[config.mk]
export PLATFORM = sky130hd
export DESIGN_NAME = eth_tx_framer
export DESIGN_NICKNAME = d
export VERILOG_FILES = /design/src/rtl/eth_tx_pkg.sv /design/src/rtl/eth_tx_crc.sv /design/src/rtl/eth_tx_shifter.sv /design/src/rtl/eth_tx_ctrl.sv /design/src/rtl/eth_tx_framer.sv
export SDC_FILE = /design/constraint.sdc
export NUM_CORES = 1
export LEC_CHECK = 0
export BUFFER_PORTS_ARGS = -buffer_cell sky130_fd_sc_hd__buf_4
export CORE_AREA = 2 2 82 84
export DETAILED_ROUTE_END_ITERATION = 8
export DIE_AREA = 0 0 84 86
export HOLD_SLACK_MARGIN = 0.15
export PLACE_DENSITY = 0.65
export SLEW_MARGIN = 0
export SYNTH_ARGS = -nofsm -noshare
export SYNTH_HDL_FRONTEND = slang
export SYNTH_SLANG_ARGS = --single-unit
export TNS_END_PERCENT = 10
[constraint.sdc]
create_clock -name clk -period 2.8 [get_ports clk]
set_clock_uncertainty 0.2 [all_clocks]
set_input_delay 0.14 -clock clk [delete_from_list [all_inputs] [get_ports clk]]
set_output_delay 0.14 -clock clk [all_outputs]
set_load 0.01 [all_outputs]
[src/rtl/eth_tx_pkg.sv]
package eth_tx_pkg;

  typedef enum logic [2:0] {
    ST_IDLE = 3'd0,
    ST_PRE  = 3'd1,
    ST_SYNC = 3'd2,
    ST_DATA = 3'd3,
    ST_FCS  = 3'd4,
    ST_JAM  = 3'd5
  } tx_state_t;

  function automatic int max_of(input int a, input int b);
    return (a > b) ? a : b;
  endfunction

endpackage

[src/rtl/eth_tx_crc.sv]
module eth_tx_crc #(
  parameter int          CRC_W    = 32,
  parameter logic [31:0] CRC_POLY = 32'h04C11DB7
) (
  input  logic clk,
  input  logic rst,
  input  logic init,
  input  logic feed,
  input  logic din,
  input  logic shift,
  output logic msb
);

  localparam logic [CRC_W-1:0] POLY = CRC_POLY[CRC_W-1:0];

  logic [CRC_W-1:0] crc_q;
  logic             fb;

  assign fb  = crc_q[CRC_W-1] ^ din;
  assign msb = crc_q[CRC_W-1];

  always_ff @(posedge clk) begin
    if (rst || init) begin
      crc_q <= '1;
    end else if (feed) begin
      crc_q <= {crc_q[CRC_W-2:0], 1'b0} ^ (fb ? POLY : '0);
    end else if (shift) begin
      crc_q <= {crc_q[CRC_W-2:0], 1'b1};
    end
  end

endmodule

[src/rtl/eth_tx_shifter.sv]
module eth_tx_shifter #(
  parameter int BYTE_W = 8
) (
  input  logic              clk,
  input  logic              rst,
  input  logic              load,
  input  logic              shift,
  input  logic [BYTE_W-1:0] din,
  input  logic              din_last,
  output logic              lsb,
  output logic              is_last
);

  logic [BYTE_W-1:0] sh_q;
  logic              last_q;

  assign lsb     = sh_q[0];
  assign is_last = last_q;

  always_ff @(posedge clk) begin
    if (rst) begin
      sh_q   <= '0;
      last_q <= 1'b0;
    end else if (load) begin
      sh_q   <= din;
      last_q <= din_last;
    end else if (shift) begin
      sh_q   <= {1'b0, sh_q[BYTE_W-1:1]};
    end
  end

endmodule

[src/rtl/eth_tx_ctrl.sv]
module eth_tx_ctrl
  import eth_tx_pkg::*;
#(
  parameter int PRE_BITS = 62,
  parameter int JAM_BITS = 32,
  parameter int CRC_W    = 32,
  parameter int BYTE_W   = 8
) (
  input  logic      clk,
  input  logic      rst,
  input  logic      frame_start,
  input  logic      collision,
  input  logic      byte_empty,
  input  logic      last_byte,
  output tx_state_t state,
  output logic      cnt_lsb,
  output logic      byte_pop,
  output logic      crc_init,
  output logic      crc_feed,
  output logic      crc_shift,
  output logic      sh_shift,
  output logic      underrun_set
);

  localparam int SYNC_BITS = 2;
  localparam int MAXC      = max_of(max_of(PRE_BITS, JAM_BITS),
                                    max_of(max_of(CRC_W, BYTE_W), SYNC_BITS));
  localparam int CNT_W     = $clog2(MAXC);

  localparam logic [CNT_W-1:0] PRE_END  = CNT_W'(PRE_BITS - 1);
  localparam logic [CNT_W-1:0] SYNC_END = CNT_W'(SYNC_BITS - 1);
  localparam logic [CNT_W-1:0] BYTE_END = CNT_W'(BYTE_W - 1);
  localparam logic [CNT_W-1:0] FCS_END  = CNT_W'(CRC_W - 1);
  localparam logic [CNT_W-1:0] JAM_END  = CNT_W'(JAM_BITS - 1);

  tx_state_t        st_q, st_n;
  logic [CNT_W-1:0] cnt_q, cnt_n;
  logic             need_byte;
  logic             coll_hit;

  assign state   = st_q;
  assign cnt_lsb = cnt_q[0];

  // A new byte is due at the end of sync, or at the end of a non-final byte.
  assign need_byte = ((st_q == ST_SYNC) && (cnt_q == SYNC_END)) ||
                     ((st_q == ST_DATA) && (cnt_q == BYTE_END) && !last_byte);

  assign coll_hit = collision &&
                    ((st_q == ST_PRE) || (st_q == ST_SYNC) ||
                     (st_q == ST_DATA) || (st_q == ST_FCS));

  assign byte_pop  = need_byte && !byte_empty && !coll_hit;
  assign crc_init  = (st_q == ST_IDLE) && frame_start;
  assign crc_feed  = (st_q == ST_DATA);
  assign crc_shift = (st_q == ST_FCS);
  assign sh_shift  = (st_q == ST_DATA);

  always_comb begin
    st_n         = st_q;
    cnt_n        = cnt_q + 1'b1;
    underrun_set = 1'b0;
    if (coll_hit) begin
      st_n  = ST_JAM;
      cnt_n = '0;
    end else begin
      unique case (st_q)
        ST_IDLE: begin
          cnt_n = '0;
          if (frame_start) st_n = ST_PRE;
        end
        ST_PRE: begin
          if (cnt_q == PRE_END) begin
            st_n  = ST_SYNC;
            cnt_n = '0;
          end
        end
        ST_SYNC: begin
          if (cnt_q == SYNC_END) begin
            cnt_n = '0;
            if (byte_empty) begin
              st_n         = ST_JAM;
              underrun_set = 1'b1;
            end else begin
              st_n = ST_DATA;
            end
          end
        end
        ST_DATA: begin
          if (cnt_q == BYTE_END) begin
            cnt_n = '0;
            if (last_byte) begin
              st_n = ST_FCS;
            end else if (byte_empty) begin
              st_n         = ST_JAM;
              underrun_set = 1'b1;
            end
          end
        end
        ST_FCS: begin
          if (cnt_q == FCS_END) begin
            st_n  = ST_IDLE;
            cnt_n = '0;
          end
        end
        ST_JAM: begin
          if (cnt_q == JAM_END) begin
            st_n  = ST_IDLE;
            cnt_n = '0;
          end
        end
        default: begin
          st_n  = ST_IDLE;
          cnt_n = '0;
        end
      endcase
    end
  end

  always_ff @(posedge clk) begin
    if (rst) begin
      st_q  <= ST_IDLE;
      cnt_q <= '0;
    end else begin
      st_q  <= st_n;
      cnt_q <= cnt_n;
    end
  end

endmodule

[src/rtl/eth_tx_framer.sv]
module eth_tx_framer
  import eth_tx_pkg::*;
#(
  parameter int          PRE_BITS = 62,
  parameter int          JAM_BITS = 32,
  parameter int          CRC_W    = 32,
  parameter logic [31:0] CRC_POLY = 32'h04C11DB7,
  parameter int          BYTE_W   = 8
) (
  input  logic              clk,
  input  logic              rst,
  input  logic              frame_start,
  input  logic [BYTE_W-1:0] byte_data,
  input  logic              byte_empty,
  input  logic              byte_last,
  output logic              byte_pop,
  input  logic              collision,
  output logic              txen,
  output logic              txd,
  output logic              frame_done,
  output logic              underrun
);

  tx_state_t state;
  logic      cnt_lsb;
  logic      crc_init, crc_feed, crc_shift, crc_msb;
  logic      sh_shift, sh_lsb, sh_last;
  logic      underrun_set;
  logic      active, bit_c;
  logic      txen_q, txd_q, done_q, under_q;

  eth_tx_ctrl #(
    .PRE_BITS (PRE_BITS),
    .JAM_BITS (JAM_BITS),
    .CRC_W    (CRC_W),
    .BYTE_W   (BYTE_W)
  ) u_ctrl (
    .clk          (clk),
    .rst          (rst),
    .frame_start  (frame_start),
    .collision    (collision),
    .byte_empty   (byte_empty),
    .last_byte    (sh_last),
    .state        (state),
    .cnt_lsb      (cnt_lsb),
    .byte_pop     (byte_pop),
    .crc_init     (crc_init),
    .crc_feed     (crc_feed),
    .crc_shift    (crc_shift),
    .sh_shift     (sh_shift),
    .underrun_set (underrun_set)
  );

  eth_tx_shifter #(
    .BYTE_W (BYTE_W)
  ) u_shift (
    .clk      (clk),
    .rst      (rst),
    .load     (byte_pop),
    .shift    (sh_shift),
    .din      (byte_data),
    .din_last (byte_last),
    .lsb      (sh_lsb),
    .is_last  (sh_last)
  );

  eth_tx_crc #(
    .CRC_W    (CRC_W),
    .CRC_POLY (CRC_POLY)
  ) u_crc (
    .clk   (clk),
    .rst   (rst),
    .init  (crc_init),
    .feed  (crc_feed),
    .din   (sh_lsb),
    .shift (crc_shift),
    .msb   (crc_msb)
  );

  assign active = (state != ST_IDLE);

  always_comb begin
    unique case (state)
      ST_PRE:  bit_c = ~cnt_lsb;
      ST_SYNC: bit_c = 1'b1;
      ST_DATA: bit_c = sh_lsb;
      ST_FCS:  bit_c = ~crc_msb;
      ST_JAM:  bit_c = 1'b1;
      default: bit_c = 1'b0;
    endcase
  end

  always_ff @(posedge clk) begin
    if (rst) begin
      txen_q  <= 1'b0;
      txd_q   <= 1'b0;
      done_q  <= 1'b0;
      under_q <= 1'b0;
    end else begin
      txen_q <= active;
      txd_q  <= active & bit_c;
      done_q <= !active && txen_q;
      if (crc_init)          under_q <= 1'b0;
      else if (underrun_set) under_q <= 1'b1;
    end
  end

  assign txen       = txen_q;
  assign txd        = txd_q;
  assign frame_done = done_q;
  assign underrun   = under_q;

endmodule

# --- Yosys cells after proc, flatten, opt, wreduce, memory -nomap -nowiden ---
# Index checks and enable logic that the tools add are counted.
totals:
  in_bits: 14
  elab_cells: 91
  ff_bits: 54
  out_inout_bits: 5
classes:
  n_eq_ne: 21
  mux: 27
  n_reduce_logical: 27
  bitwise_logic: 5
  add_sub_neg: 1
ops:
  columns: ["cell", "n"]
  rows:
  - ["$mux 32", 2]
  - ["$xor 32x32->32", 1]
  - ["$mux 27", 1]
  - ["$mux 3", 9]
  - ["$mux 6", 4]
  - ["$pmux 6 s4", 1]
  - ["$mux 8", 2]
  - ["$pmux 3 s5", 1]
  - ["$ne 3x2->1 const B", 4]
  - ["$reduce_and 6->1", 2]
  - ["$logic_and 1x1->1", 8]
  - ["$reduce_or 2->1", 4]
  - ["$add 6x1->6 const B", 1]
  - ["$eq 3x2->1 const B", 2]
  - ["$eq 3x3->1 const B", 2]
  - ["$eq 6x1->1 const B", 1]
  - ["$eq 6x3->1 const B", 1]
  - ["$eq 6x5->1 const B", 1]
  - ["$eq 6x6->1 const B", 1]
  - ["$ne 2x2->1 const B", 3]
  - ["$ne 3x1->1 const B", 2]
  - ["$logic_or 1x1->1", 5]
  - ["$mux 1", 5]
  - ["$logic_not 1->1", 4]
  - ["11 further kinds", 14]

# --- Depth between registers and ports, before layout ---
# Gate-level depths: netlist of the first run.
depth:
  ltp_word: 8
  ltp_mapped: 8

# --- Hierarchy ---
# Synthesis of the first run repeated with hierarchy kept, for this count alone.
unflattened:
  hier_cells: 299
  area_unflattened_um2: 2612.5
by_module_without_submodules:
  columns: ["module", "cells_per_inst", "seq_area_each_um2", "instances", "area_each_um2"]
  rows:
  - ["eth_tx_crc", 144, 640.6, 1, 1286.2]
  - ["eth_tx_ctrl", 101, 180.2, 1, 755.7]
  - ["eth_tx_shifter", 39, 180.2, 1, 417.9]
  - ["eth_tx_framer", 15, 80.1, 1, 152.6]

# --- Worst setup path before layout of the first run ---
# Ideal clock, no wire load.
synth_timing:
  path_kind: "flip-flop to flip-flop"
  from: "reg u_ctrl.cnt_q[0]"
  to: "reg u_shift.last_q, in the netlist u_shift.is_last"
  synth_period_minus_slack_ps: 2075
  slack_ps: 725
  n_path_buf: 1
  arrival_time_ps: 1810
  stages_incl_launch_ff: 7
  cell_sequence: "dfxtp_1 -> ha_1 -> or3b_1 -> a2111oi_4 -> buf_6 -> a21oi_1 -> nor2_1"
synth_between:
  elab_chain_cells: 6
  word_cells_on_any_way: 8
synth_lines:
  columns: ["element", "line_no", "source"]
  rows:
  - ["from (decl)", "eth_tx_ctrl.sv:37", "logic [CNT_W-1:0] cnt_q, cnt_n;"]
  - ["from (signal assigned)", "eth_tx_ctrl.sv:125", "cnt_q <= cnt_n;"]
  - ["$eq 6x3->1", "eth_tx_ctrl.sv:46", "((st_q == ST_DATA) && (cnt_q == BYTE_END) && !last_byte);"]
  - ["$logic_and 1x1->1 (2 in series)", "eth_tx_ctrl.sv:46", null]
  - ["$logic_or 1x1->1 *", "eth_tx_ctrl.sv:45", "assign need_byte = ((st_q == ST_SYNC) && (cnt_q == SYNC_END)) ||"]
  - ["$logic_and 1x1->1 * (2 in series)", "eth_tx_ctrl.sv:52", "assign byte_pop = need_byte && !byte_empty && !coll_hit;"]
  - ["net byte_pop", "eth_tx_framer.sv:16", "output logic byte_pop,"]
  - ["to (signal assigned)", "eth_tx_shifter.sv:26", "last_q <= din_last;"]
  - ["to (decl)", "eth_tx_shifter.sv:15", "logic last_q;"]
# The timed path passes the listed nets; every way through them passes the cells marked *.
# A chain may end at the register's enable or synchronous reset.

# --- Worst setup path in the final report of the first run ---
layout_timing:
  from: "reg u_ctrl.cnt_q[5]"
  to: "reg u_ctrl.st_q[2], in the netlist u_ctrl.state[2]"
layout_between:
  elab_chain_cells: 3
  word_cells_on_any_way: 9
layout_lines:
  columns: ["element", "line_no", "source"]
  rows:
  - ["$eq 6x1->1, or another cell as far along", "eth_tx_ctrl.sv:78", "if (cnt_q == SYNC_END) begin"]
  - ["$ne 3x2->1 (no source line) or $ne 3x1->1 (tied branches)", null, null]
  - ["$reduce_and 6->1 (no source line) *", null, null]
  - ["to (signal assigned)", "eth_tx_ctrl.sv:124", "st_q <= st_n;"]
  - ["to (decl)", "eth_tx_ctrl.sv:36", "tx_state_t st_q, st_n;"]
# Mark *: on every way between the ends. The rest lies on a longest branch, timed or not.

==> flow_metrics.env, run 1 <==
export IMPL_outcome="complete, no violations"
export IMPL_fin_crit_sh_pct=94.35
export IMPL_final_nets=375
export IMPL_worstMarginPinSlew_ps=622.0
export IMPL_max_freq_mhz=378.5
export IMPL_die_area_um2=7224
export IMPL_synth_fa_ha_area_share_pct=1.023
export IMPL_async_flop_share_pct=0
export IMPL_arrival_ps=2700
export IMPL_drv_slew=0
export IMPL_cts_buffers_inserted=5
export IMPL_period_needed_ps=2642
export IMPL_ys_warn_count=0
export IMPL_cts_clk_slew_worst_paths_ps=100
export IMPL_leakage_nw=1.257
export IMPL_routed_wl_um=5050
export IMPL_vias_per_cell=4.989
export IMPL_h_tree_depth=2
export IMPL_synth_cell_area_um2=2446
export IMPL_drtAntennaViolNets=0
export IMPL_crit_slowest_cell="dlygate4sd3_1"
export IMPL_ys_flop_type="dfxtp_1"
export IMPL_first_pass_iters=4
export IMPL_antenna_cells=0
export IMPL_cp_max_fo=6
export IMPL_grt_pass1_vias=1996
export IMPL_gr_usage_all_layers_pct=14.95
export IMPL_ys_seq_area_share_pct=44.19
export IMPL_synth_xor_area_share_pct=5.729
export IMPL_pin_count=19
export IMPL_tritoncts="built"
export IMPL_wl_per_cell_um=11.56
export IMPL_numPortBuffers=18
export IMPL_num_rows=29
export IMPL_clkSinkCount=54
export IMPL_p_per_area_nw_per_um2=536.6
export IMPL_dpl_hpwl_um=3287
export IMPL_path_cells="or3_4 > nor3b_2 > o32ai_1 > or4_1 > a21oi_1 > dlygate4sd3_1"
export IMPL_endpoint_kind="flop"
export IMPL_tns_ps=0
export IMPL_synth_edf_count=0
export IMPL_finalSetupViolations=0
export IMPL_whs_ps=269.6
export IMPL_coreArea_um2=6277
export IMPL_grt_antenna_before_repair=0
export IMPL_clock_latency_ps=310
export IMPL_avgSynthCellArea_um2=7.668
export IMPL_ir_drop_mv=0.2796
export IMPL_root_buffer="clkbuf_8"
export IMPL_synth_nets=335
export IMPL_hold_violations=0
export IMPL_path_class="flop to flop"
export IMPL_slew_headroom_pct=58.53
export IMPL_ys_ff_latch=54
export IMPL_hold_path_class="flop to flop"
export IMPL_synth_cell_types=43
export IMPL_postSynthCellCount=319
export IMPL_maxCapViolCount=0
export IMPL_vias=2180
export IMPL_synth_compound_area_share_pct=15.14
export IMPL_die_y_um=86
export IMPL_synthMuxAreaShare_pct=0
export IMPL_place_gp_congestion=0.8504
export IMPL_synth_simple_gate_area_share_pct=28.90
export IMPL_route_detailed_drc=0
export IMPL_dieWidth_um=84
export IMPL_cts_buffer_depth=2
export IMPL_synth_top_family_by_area="simple AND/OR/NAND/NOR gates"
export IMPL_rsz0062_at_grt="no"
export IMPL_drive_gt1_share_pct=12.78
export IMPL_grt_max_degree=33
export IMPL_start_util_pct=38.97
export IMPL_drt_iter0_drc=147
export IMPL_synthToLayoutAreaGrowth_pct=23.68
export IMPL_grt_overflow_total=0
export IMPL_start_kind="flop"
export IMPL_grt_pass1_wl_um=8866
export IMPL_required_ps=2860
export IMPL_r2r_slack_ps=160
export IMPL_slowest_delay_ps=570
[flip-flops by register name (all words and copies together), names as in the netlist, 3 cells and up]
signal and count:
u_crc.crc_q 32, u_ctrl.cnt_q 6, u_ctrl.state 3, u_shift.sh_q 8
[worst max-delay path: cells and delay by family (launching register included)]
family	cells	cell delay, ps
AND/OR/NAND/NOR	3	1160
buffers and inverters	1	570
flip-flops	1	370
AO/OA/AOI/OAI	2	290
[layout by cell type (no fill, tap or decap), types with 7 or more instances in the layout]
master	count
inv_1	7
nand3_1	21
dfxtp_1	52
nand2_1	63
a21oi_1	21
dlygate4sd3_1	25
nor3_1	8
nor2_1	51
o21ai_0	20
xor2_1	14
buf_4	28
[kinds of logic after synthesis]
kind of cell	count (synthesis)
adder cells (fa/ha/maj)	2
XOR/XNOR	16
flip-flops	54
AO/OA/AOI/OAI	60
buffers and inverters	28
AND/OR/NAND/NOR	159
[metrics by stage]
stage	instance area, um^2	utilization (%)	power [W]	worst slack (ps)	std cells
after floorplan	2446	-	0.001072	725.2	319
after global placement	2656	42.32	0.001164	653.0	402
after detailed placement	2656	42.32	0.001165	638.0	402
after CTS	3004	47.86	0.001644	83.25	435
after global routing	3025	48.20	0.001726	11.82	437
final	3025	48.20	0.001623	158.1	437
[synthesized netlist by cell type (2+ instances only)]
cell type	number	area, um^2
nand2b_1	2	12.51
o211ai_1	2	15.01
ha_1	2	25.02
buf_2	5	25.02
xnor2_1	2	17.52
o21ai_0	20	100.1
or3b_1	2	17.52
inv_1	7	26.28
nor2_1	51	191.4
nand3_1	21	105.1
a21oi_1	23	115.1
xor2_1	14	122.6
nand2_1	63	236.5
clkbuf_1	14	52.55
dfxtp_1	54	1081
nor3_1	8	40.04
and3b_1	2	17.52
a2111oi_0	2	17.52
[layout make-up]
| cell class | count | area [um^2] |
|---|---|---|
| Inverter | 7 | 26.28 |
| Timing Repair Buffer | 54 | 471.7 |
| Sequential cell | 54 | 1084 |
| Clock buffer | 5 | 68.82 |
| Tap cell | 77 | 96.34 |
| Multi-Input combinational cell | 237 | 1250 |
| Clock inverter | 3 | 28.78 |
| Fill cell | 616 | 3252 |
[final timing paths]
kind,start,end,cells past startpoint
setup reg to reg,u_ctrl.cnt_q[5],u_ctrl.state[2],6
setup / recovery,u_ctrl.cnt_q[5],u_ctrl.state[2],6
hold / removal,u_ctrl.cnt_q[0],u_ctrl.cnt_q[0],1
hold reg to reg,u_ctrl.cnt_q[0],u_ctrl.cnt_q[0],1
[per-layer routing]
layer / share of wire (%) / up-vias / track usage, %
met5: 0 / - / 0
met3: 3.4 / 6 / 3.176
met4: 0.85 / 0 / 4.839
met1: 49 / 991 / 18.76
li1: - / 1143 / -
met2: 47 / 40 / 25.75
[report_power, final]
| part | internal [W] | switching [W] | total [W] |
|---|---|---|---|
| clock network | 0.000186 | 0.000269 | 0.000455 |
| logic | 0.000138 | 0.000178 | 0.000317 |
| registers | 0.000811 | 0.0000410 | 0.000852 |
[repair_timing]
item,CTS,global route
hold endpoints to repair,46,0
hold buffers,25,0
gates resized for setup,0,3
buffers inserted,0,2
setup endpoints to repair,0,10
No activity file was read; power rests on OpenSTA's default activity.
==> run 2: changes to the inputs <==
--- a/config.mk
+++ b/config.mk
@@ -5,12 +5,14 @@
 export SDC_FILE = /design/constraint.sdc
 export NUM_CORES = 1
 export LEC_CHECK = 0
+export ABC_AREA = 1
 export BUFFER_PORTS_ARGS = -buffer_cell sky130_fd_sc_hd__buf_4
-export CORE_AREA = 2 2 82 84
+export CORE_AREA = 2 2 115 61
 export DETAILED_ROUTE_END_ITERATION = 8
-export DIE_AREA = 0 0 84 86
+export DIE_AREA = 0 0 117 63
 export HOLD_SLACK_MARGIN = 0.15
-export PLACE_DENSITY = 0.65
+export MAX_ROUTING_LAYER = met4
+export PLACE_DENSITY = 0.66
 export SLEW_MARGIN = 0
 export SYNTH_ARGS = -nofsm -noshare
 export SYNTH_HDL_FRONTEND = slang
==> run 2 against run 1 <==
Compared with the run above:
- via count grew 1.6%
- routed wire length grew 8.3%
- critical endpoint is now u_shift.is_last
- register-to-register slack gained 98 ps
- sequential share of layout area shrank 0.11 points
- area after synthesis grew 1.7%
- count of clock-buffer cells in the layout grew 2
- cell area is essentially flat
- fmax grew 3.8%
- total power grew 57%
==> flow_metrics.env, run 2 <==
export IMPL_use_met3_pct=5.141
export IMPL_gr_usage_met1_pct=24.75
export IMPL_tritoncts="built"
export IMPL_grt_overflow_total=0
export IMPL_synth_cell_area_um2=2489
export IMPL_antenna_cells=0
export IMPL_ys_ff_latch=54
export IMPL_async_flop_share_pct=0
export IMPL_start_util_pct=38.66
export IMPL_synth_cell_types=29
export IMPL_ir_drop_mv=0.2318
export IMPL_pin_count=19
export IMPL_mostFrequentLayoutCells="nand2_1 (77), dfxtp_1 (54), nor2_1 (37), inv_1 (34), nand3_1 (33)"
export IMPL_tns_ps=0
export IMPL_num_rows=21
export IMPL_drtAntennaViolNets=0
export IMPL_root_buffer="clkbuf_16"
export IMPL_ys_seq_area_share_pct=43.44
export IMPL_cts_hold_buf=20
export IMPL_max_freq_mhz=393.0
export IMPL_leakage_nw=1.365
export IMPL_cts_buffers_inserted=5
export IMPL_die_y_um=63
export IMPL_cts_resized=0
export IMPL_route_detailed_drc=0
export IMPL_synth_edf_count=0
export IMPL_dieWidth_um=117
export IMPL_cts_setup_buffers=0
export IMPL_placedCellCount=437
export IMPL_ys_top_cells_by_count="nand2_1 (77), dfxtp_1 (54), nor2_1 (37), inv_1 (34), nand3_1 (33)"
export IMPL_endpoint_kind="flop"
export IMPL_first_pass_iters=5
export IMPL_layout_commonest_cell="nand2_1"
export IMPL_p_per_area_nw_per_um2=843.4
export IMPL_die_area_um2=7371
export IMPL_arrival_ps=2530
export IMPL_path_class="flop to flop"
export IMPL_stdcell_count=465
export IMPL_hold_path_class="flop to flop"
export IMPL_synthToLayoutAreaGrowth_pct=21.67
export IMPL_grt_max_degree=33
export IMPL_cts_buffer_depth=2
export IMPL_postSynthCellCount=339
export IMPL_synth_most_common_cell="nand2_1"
export IMPL_place_gp_congestion=0.8929
export IMPL_synth_nets=355
export IMPL_ys_warn_count=0
export IMPL_vias=2214
export IMPL_outcome="complete, no violations"
export IMPL_grt_use_met2_pct=19.65
export IMPL_yosysTopAreaCellShare_pct=43.44
export IMPL_drive_gt1_share_pct=12.60
export IMPL_fin_crit_sh_pct=90.87
export IMPL_ys_flop_type="dfxtp_1"
export IMPL_routed_wl_um=5469
export IMPL_grt_antenna_before_repair=0
export IMPL_cts_clk_slew_worst_paths_ps=70
export IMPL_vias_per_cell=4.761
export IMPL_final_nets=388
export IMPL_coreArea_um2=6437
export IMPL_hold_violations=0
export IMPL_h_tree_depth=2
export IMPL_top_regs="u_crc.crc_q (32), u_shift.sh_q (8), u_ctrl.cnt_q (6)"
export IMPL_holdPathStages=2
export IMPL_largest_reg_flops=32
export IMPL_drv_slew=0
export IMPL_synth_top_cell_by_area="dfxtp_1"
export IMPL_max_flop_register="u_crc.crc_q"
export IMPL_numPortBuffers=18
export IMPL_synthTopCellsByArea="dfxtp_1 (43%), nand2_1 (12%), nand3_1 (6.6%)"
export IMPL_slew_headroom_pct=64.84
export IMPL_finalSetupViolations=0
export IMPL_dpl_hpwl_um=3780
export IMPL_period_needed_ps=2544
export IMPL_fin_util_pct=47.04
export IMPL_grt_pass1_wl_um=9170
export IMPL_whs_ps=254.0
export IMPL_rsz0062_at_grt="no"
export IMPL_required_ps=2780
export IMPL_clock_latency_ps=300
export IMPL_cp_max_fo=18
export IMPL_drt_iter0_drc=143
export IMPL_grt_pass1_vias=1919
export IMPL_reg2reg_depth=9
export IMPL_busiest_layer="met1"
export IMPL_start_kind="flop"
export IMPL_wl_per_cell_um=11.76
export IMPL_maxCapViolCount=0
export IMPL_worstMarginPinSlew_ps=521.9
export IMPL_gr_usage_all_layers_pct=16.27
export IMPL_avgSynthCellArea_um2=7.341
export IMPL_clkSinkCount=54
export IMPL_power_w=0.002554
-- run 2: worst paths after layout --
path / end / slack, ps / start
max: u_shift.is_last / 260 / u_ctrl.cnt_q[0]
min: frame_done / 250 / txen
min reg2reg: frame_done / 250 / txen
max reg2reg: u_shift.is_last / 260 / u_ctrl.cnt_q[0]
-- run 2: area by class of cell --
cell class	count	area, um^2
Timing Repair Buffer	40	350.3
Clock inverter	1	5.005
Clock buffer	7	142.6
Sequential cell	54	1081
Tap cell	92	115.1
Multi-Input combinational cell	233	1191
Inverter	38	142.6
Fill cell	625	3410
-- run 2: layer usage --
layer  routed length, um  part of all wire [%]
met1                3003                    55
met2                2011                    37
met3                 388                   7.1
met4                  65                   1.2
met5                   0                     0
-- run 2: critical path: stages (launching register included) --
cell and delay [ps]:
dfxtp_1 400, ha_1 210, nand2_1 60, inv_1 70, nand3_1 190, o21ai_4 330, nand2_4 190, o21ai_0 180
a21oi_1 50, dlygate4sd3_1 550
-- run 2: report_power, final --
group	switching [W]	leakage [nW]	internal, W
logic	0.000585	0.852	0.000303
clock network	0.000271	0.0739	0.000355
registers	0.000103	0.439	0.000936
total	0.000960	1.37	0.00159
-- run 2: logic make-up after synthesis --
group	count (synthesis)	share of synthesized area (%)
AND/OR/NAND/NOR	169	30.37
AO/OA/AOI/OAI	59	15.44
adder cells (fa/ha/maj)	2	1.005
flip-flops	54	43.44
buffers and inverters	52	8.698
XOR/XNOR	3	1.056
-- run 2: through the flow --
step	setup slack [ps]	instance area, um^2
floorplan	1051	2489
global placement	782.8	2680
detailed placement	723.1	2680
CTS	276.0	3028
global route	64.42	3028
finish	255.7	3028
